### src/rtl/rsqrt_unit.sv
module rsqrt_unit #(
  parameter int          ITER_W     = 2,
  parameter logic [31:0] SEED_MAGIC = 32'h5F3759DF
) (
  input  logic              clk,
  input  logic              rst_n,
  input  logic              in_valid,
  output logic              in_ready,
  input  logic [31:0]       in_data,
  input  logic [ITER_W-1:0] in_iters,
  output logic              out_valid,
  input  logic              out_ready,
  output logic [31:0]       out_data,
  output logic              out_invalid
);
  localparam logic [31:0] QNAN    = 32'h7FC00000;
  localparam logic [31:0] FLT_MAX = 32'h7F7FFFFF;
  localparam logic [24:0] ONE_P5  = 25'h0C00000;

  typedef enum logic [2:0] {S_IDLE, S_SQ, S_T, S_SUB, S_UPD, S_DONE} st_t;

  st_t               state;
  logic [31:0]       y, hx, tmp;
  logic [ITER_W-1:0] cnt;
  logic              bad;

  wire in_bad = in_data[31] || (in_data[30:23] == 8'd0) || (in_data[30:23] == 8'hFF);

  // shared multiplier operand select
  logic [31:0] mul_a, mul_b, mul_y;
  assign mul_a = (state == S_T) ? hx : y;
  assign mul_b = (state == S_SQ) ? y : tmp;

  logic [47:0]       prod;
  logic signed [9:0] pe;
  logic [22:0]       pm;
  always_comb begin
    prod = 48'({1'b1, mul_a[22:0]}) * 48'({1'b1, mul_b[22:0]});
    pe   = 10'(mul_a[30:23]) + 10'(mul_b[30:23]) - 10'sd127 + 10'(prod[47]);
    pm   = prod[47] ? prod[46:24] : prod[45:23];
    if (mul_a[30:23] == 8'd0 || mul_b[30:23] == 8'd0 || pe <= 10'sd0)
      mul_y = 32'd0;
    else if (pe >= 10'sd255)
      mul_y = FLT_MAX;
    else
      mul_y = {1'b0, pe[7:0], pm};
  end

  // 1.5 - tmp in fixed point
  logic [23:0] tu;
  logic [24:0] dif;
  logic [4:0]  msb;
  logic [23:0] nrm;
  logic [31:0] sub_y;
  always_comb begin
    if (tmp[30:23] == 8'd0 || tmp[30:23] > 8'd127)
      tu = 24'd0;
    else
      tu = {1'b1, tmp[22:0]} >> (8'd127 - tmp[30:23]);
    dif = ONE_P5 - {1'b0, tu};
    msb = 5'd0;
    for (int i = 0; i < 24; i++)
      if (dif[i]) msb = 5'(i);
    nrm = dif[23:0] << (5'd23 - msb);
    if (tmp[30:23] > 8'd127 || dif[24] || dif == 25'd0)
      sub_y = 32'd0;
    else
      sub_y = {1'b0, 8'd104 + 8'(msb), nrm[22:0]};
  end

  always_ff @(posedge clk) begin
    if (!rst_n) begin
      state <= S_IDLE;
      y     <= '0;
      hx    <= '0;
      tmp   <= '0;
      cnt   <= '0;
      bad   <= 1'b0;
    end else begin
      case (state)
        S_IDLE: if (in_valid) begin
          y     <= in_bad ? QNAN : SEED_MAGIC - (in_data >> 1);
          hx    <= (in_data[30:23] <= 8'd1) ? 32'd0
                 : {1'b0, in_data[30:23] - 8'd1, in_data[22:0]};
          cnt   <= in_iters;
          bad   <= in_bad;
          state <= (in_bad || in_iters == '0) ? S_DONE : S_SQ;
        end
        S_SQ:  begin tmp <= mul_y; state <= S_T;   end
        S_T:   begin tmp <= mul_y; state <= S_SUB; end
        S_SUB: begin tmp <= sub_y; state <= S_UPD; end
        S_UPD: begin
          y     <= mul_y;
          cnt   <= cnt - 1'b1;
          state <= (cnt == ITER_W'(1)) ? S_DONE : S_SQ;
        end
        S_DONE: if (out_ready) state <= S_IDLE;
        default: state <= S_IDLE;
      endcase
    end
  end

  assign in_ready    = (state == S_IDLE);
  assign out_valid   = (state == S_DONE);
  assign out_data    = y;
  assign out_invalid = bad;
endmodule

### config.mk
export PLATFORM = sky130hd
export DESIGN_NAME = rsqrt_unit
export DESIGN_NICKNAME = d
export VERILOG_FILES = /design/src/rtl/rsqrt_unit.sv
export SDC_FILE = /design/constraint.sdc
export NUM_CORES = 2
export LEC_CHECK = 0
export BUFFER_PORTS_ARGS = -buffer_cell sky130_fd_sc_hd__buf_2
export CORE_UTILIZATION = 45
export DETAILED_ROUTE_END_ITERATION = 6
export PLACE_DENSITY = 0.59
export SLEW_MARGIN = 40
export SYNTH_ARGS = -nofsm -noshare
export SYNTH_HDL_FRONTEND = slang
export SYNTH_SLANG_ARGS = --single-unit
### constraint.sdc
create_clock -name clk -period 29.3 [get_ports clk]
set_input_delay 2.93 -clock clk [delete_from_list [all_inputs] [get_ports clk]]
set_output_delay 2.93 -clock clk [all_outputs]
set_load 0.01 [all_outputs]
Word level (Yosys, flattened, before mapping)
Index checks and enable logic that the tools add are counted.
Widths: inputs -> output; s select.

cells by class
  multipliers = 1
  magnitude comparators = 4
  $add $sub $neg = 10
  shift operators = 2
  equality and inequality tests = 9
  mux-type cells = 42
  reductions and logical operators = 21

operator list
  operator                number
  $mux 31                 6
  $mux 5                  22
  $mux 32                 2
  $pmux 32 s2             1
  $pmux 31 s2             1
  $mul 24x24->48          1
  $logic_not 8->1         4
  $sub 31x31->32 const A  1
  $logic_not 25->1        1
  $sub 24x24->25 const A  1
  $mux 24                 1
  $shl 24x5->23           1
  $shr 24x8->24           1
  $mux 23                 1
  $pmux 3 s6              1
  $mux 3                  4
  $add 10x1->10           1
  $ge 10x9->1 const B     1
  $le 10x1->1 const B     1
  $sub 9x7->10 const B    1
  $add 8x8->9             1
  $add 7x5->8 const A     1
  $eq 8x8->1 const B      1
  $gt 8x7->1 const B      1
  other kinds (20)        32

word-level totals
  bits in registers = 100
  input bits = 38
  logic and storage cells = 95
  output and inout bits = 35

Logic depth before layout (Yosys ltp)
  word-level depth = 31
  depth in mapped cells = 56
  gate-level depth less buffers = 49

Worst setup path before layout
No wires, ideal clock.

  kind = reg2reg
  from = register state[2]
  to = register y[21], in the netlist out_data[21]
  data arrival time = 12.975 ns
  cell stages (with the launch flop) = 52
  library setup time = 0.128 ns
  clock period less this slack = 13.102 ns
  required time = 29.172 ns
  path slack = 16.198 ns
  path through = dfxtp_1 clkbuf_1 nor3b_2 clkbuf_1 clkbuf_1 buf_1 mux2_2 clkbuf_1 nand2_1 fa_1 inv_1 fa_1 fa_1 inv_1 fa_1 inv_1 fa_1 fa_1 (+16 left out) ha_1 inv_1 ha_1 fa_1 a21o_1 a21oi_1 o21bai_1 a21oi_1 o21bai_1 a21oi_1 xnor2_1 mux2_2 a21oi_1 clkbuf_1 clkbuf_1 o311ai_0 a222oi_1 nor2_1

on the way
  longest elaborated chain between the ends = 9
  elaborated cells on any way between the ends = 23
  classes of those cells = add/sub: 3; mul: 1; order compare: 2; eq/ne: 4; mux: 6; reduce/logical: 7

RTL lines
  item                                                    RTL line  text
  start, declared                                         22        st_t state;
  start signal, assigned                                  87        state <= (in_bad || in_iters == '0) ? S_DONE : S_SQ;
  start signal, assigned                                  95        state <= (cnt == ITER_W'(1)) ? S_DONE : S_SQ;
  branches (longest 9 deep; another with $mul 24x24->48)  --
  end signal, assigned                                    82        y <= in_bad ? QNAN : SEED_MAGIC - (in_data >> 1);
  end signal, assigned                                    93        y <= mul_y;
  end, declared                                           23        logic [31:0] y, hx, tmp;

Several ways; the timed one is not identified.
A chain may end at the register's enable or synchronous reset.

Worst setup path after layout
  from = register state[0]
  to = register tmp[19]

on the way
  longest elaborated chain between the ends = 9
  elaborated cells on any way between the ends = 21
  classes of those cells = add/sub: 3; mul: 1; order compare: 2; eq/ne: 3; mux: 6; reduce/logical: 6

RTL lines
  item                                                    RTL line  text
  branches (longest 9 deep; another with $mul 24x24->48)  --
  end signal, assigned                                    89        S_SQ: begin tmp <= mul_y; state <= S_T; end
  end signal, assigned                                    90        S_T: begin tmp <= mul_y; state <= S_SUB; end
  end signal, assigned                                    91        S_SUB: begin tmp <= sub_y; state <= S_UPD; end
  end, declared                                           23

Several ways; the timed one is not identified.

==> run summary <==
Status: finished with violations
Failing checks: DRC
Total global routing overflow: 0
Util after Layout: 0.4805
Worst-path fanout max: 34
H-tree depth: 3
Final hold violations: 0
Port bufs: 72
Worst-case reg-to-reg path depth: 45
Gpl congestion: 1.010
Setup-failing EPs final: 0
Crit path launch type: flip-flop
DP Worst Slack: 15.58 ns
Register area: 0.002003 mm²
Total track usage: 0.3318
Arr. time, crit path: 13.95 ns
PnR worst setup slack: 15.59 ns
Post-CTS resize count: 0
Leak Pwr: 13.36 nW
Synth-to-layout area growth: 5.285%
Post-Syn Nets: 3974
Vias: 24070
Worst path slowest cell: clkinv_1
Antenna Nets Post-Route: 0
Top cell type's share of synthesized area: 0.3576
Worst Clk Skew: 0.008403 ns
Post-Place Cells: 3989
Layout cell share with drive strength beyond 1: 0.07550
Global-route wire length before repair: 150.9 mm
Final worst path period share: 0.4679
Area of the multi-input gates: 0.02213 mm²
Worst path depth: 45
Number of iterations in the first detailed-routing pass: 7
Unrepaired setup endpoints after global routing: false
EDFF count, synth: 0
Mean Syn Cell Area: 8.273 µm²
Longest Clk Path Bufs: 2
Starting Density: 0.4564
Setup total negative slack: 0 ns
Core box area: 0.05913 mm²
Post-layout minimum cycle time: 13.71 ns
Most frequent cells in the layout: 578 x inv_1, 482 x fa_1, 421 x nand2_1
Number of global-route vias before repair: 24250
Post-synth top area cell: fa_1
Critical Path Source: state[0]$_SDFFE_PN0P_
Worst-skew pair later-pin latency: 0.37 ns
Seq cells post-synth: 100
Die W: 246.9 µm
# DRC: 1
Hpwl dp: 79.11 mm
Vias per cell: 6.009
Setup repair bufs after CTS: 0
Filler instances: 5810
CTS sink cnt: 100
Least-Margin Pin Slew: 0.8761 ns
DR iter-0 viols: 2603
Die height: 246.9 µm
Num rows: 89
CTS tree: yes
Crit. End Element: flip-flop
Die area: 0.06095 mm²
CP most frequent cell: fa_1
Clock buffer count from CTS: 9
Hold slack: 0.4526 ns
Fin. max-slew vios: 0
CP required: 29.54 ns
Synth Instances: 3262
Pwr Density: 42.49 mW/mm²
Most common flop cell mapped by yosys: dfxtp_1
Register area share after synthesis: 0.07418
CTS hold repair buffers: 0
Async set-or-reset flop fraction in the synthesized netlist: 0
Total wire length: 99.68 mm
N_diodes: 0
Fmax: 72.94 MHz
Worst vdd ir: 0.04265 mV
Top delay family on crit path: adder cells
Hold Path Class: flip-flop to flip-flop
Slew headroom: 0.4138
Worst Path Class, Setup: flip-flop to flip-flop
# nets final: 3939
CTS root buffer: clkbuf_16
Highest routed layer: met5
RR Startpoint: state[0]$_SDFFE_PN0P_
Netlist Area Pre-Place: 0.02699 mm²
Syn. warnings: 0
Synth top area cells: fa_1 36%, ha_1 8.9%, inv_1 8.1%
WL/cell: 24.89 µm
Reg clk slew, reported paths: 0.07 ns
Non-Filler Instances: 4005
FF-to-FF End: tmp[19]$_SDFFE_PN0P_
Met2 WL: 44.39 mm
Met3 Wirelength: 9.292 mm
R2r setup slk: 15.59 ns
Largest net degree at the start of global routing: 68
WL met1: 41.91 mm
CP endpoint: tmp[19]$_SDFFE_PN0P_
Antenna violations before repair: 3
Max-Cap Viols: 0
Most common cell after layout, fill and taps aside: inv_1
Worst Path Buf+Inv: 9
Unique masters post-synth: 93
Largest stage delay, worst path: 0.78 ns
Boundary pin count: 73
worst register-to-register path: cells and delay by family, from the launching register on:
kind | cells | cell delay (ns)
flip-flops | 1 | 0.58
buffers and inverters | 9 | 2.37
XOR/XNOR | 2 | 0.31
AO/OA/AOI/OAI | 16 | 3.93
AND/OR/NAND/NOR | 5 | 0.90
adder cells (fa/ha/maj) | 11 | 4.53
multiplexers | 2 | 0.95
cells by family (layout without fill, tap and decap cells):
logic type	after synthesis	after routing	synth area share
AND/OR/NAND/NOR	1017	1017	0.1637
buffers and inverters	767	737	0.1097
multiplexers	163	163	0.06477
flip-flops	100	100	0.07418
AO/OA/AOI/OAI	462	462	0.1152
XOR/XNOR	79	79	0.02592
adder cells (fa/ha/maj)	674	674	0.4466
flip-flops by register name, summed over array words and instances (netlist names):
signal / count
out_invalid: 1
out_data: 32
tmp: 31
cnt: 2
hx: 31
state: 3
layout make-up:
cell class,instances,area share
Clock inverter,5,0.002906
Timing Repair Buffer,121,0.02563
Multi-Input combinational cell,2395,0.7788
Clock buffer,11,0.008895
Tap cell,773,0.03404
Inverter,600,0.07926
Sequential cell,100,0.07050
per-layer routing:
metal | vias to the layer above | global-route usage
met4 | 4 | 0.1216
li1 | 10380 | -
met5 | - | 0
met2 | 1246 | 0.5093
met3 | 237 | 0.06479
met1 | 12200 | 0.4620
power by group:
| part | internal (W) | leakage (nW) | switching [W] |
|---|---|---|---|
| sequential | 0.000156 | 0.819 | 0.0000449 |
| clock | 0.0000799 | 0.166 | 0.0000585 |
| combinational | 0.000280 | 12.4 | 0.000588 |
worst min-delay path by stage:
| stage | startpoint | end | slack, ns | cells past startpoint |
|---|---|---|---|---|
| after global placement | hx[11]$_SDFFE_PN0P_ | hx[11]$_SDFFE_PN0P_ | 0.44 | 2 |
| after global routing | hx[26]$_SDFFE_PN0P_ | hx[26]$_SDFFE_PN0P_ | 0.47 | 2 |
| after floorplan | hx[0]$_SDFFE_PN0P_ | hx[0]$_SDFFE_PN0P_ | 0.43 | 2 |
| final | hx[29]$_SDFFE_PN0P_ | hx[29]$_SDFFE_PN0P_ | 0.45 | 2 |
| after detailed placement | hx[14]$_SDFFE_PN0P_ | hx[14]$_SDFFE_PN0P_ | 0.44 | 2 |
| after CTS | hx[14]$_SDFFE_PN0P_ | hx[14]$_SDFFE_PN0P_ | 0.45 | 2 |
through the flow:
step | instance area [µm²] | power, W
after floorplan | 26990 | 0.0007345
after global placement | 28030 | 0.001035
after detailed placement | 28070 | 0.001044
after CTS | 28410 | 0.001187
after global routing | 28410 | 0.001282
final | 28410 | 0.001207
synthesized netlist by cell type, types with 6 or more instances:
master / count
inv_1: 579
fa_1: 482
nand2_1: 421
nor2_1: 356
ha_1: 192
a21oi_1: 136
clkbuf_1: 129
mux2i_1: 109
dfxtp_1: 100
o21ai_0: 66
nand3_1: 65
mux2_2: 49
xnor2_1: 46
nor3_1: 34
xor2_1: 32
o22ai_1: 25
a22oi_1: 23
a221oi_1: 20
and2_1: 19
nand2b_1: 19
o211ai_1: 19
nor2b_1: 17
a211oi_1: 16
a21o_1: 16
a222oi_1: 16
buf_1: 15
clkinv_1: 15
o221ai_1: 15
a31oi_1: 14
buf_2: 13
nand4_1: 13
and3_1: 12
o21a_1: 10
o21bai_1: 10
nand3b_1: 9
nor4_1: 8
o31ai_1: 8
or3_1: 8
inv_2: 6
nand4b_1: 6
(Power assumes the default switching activity.)
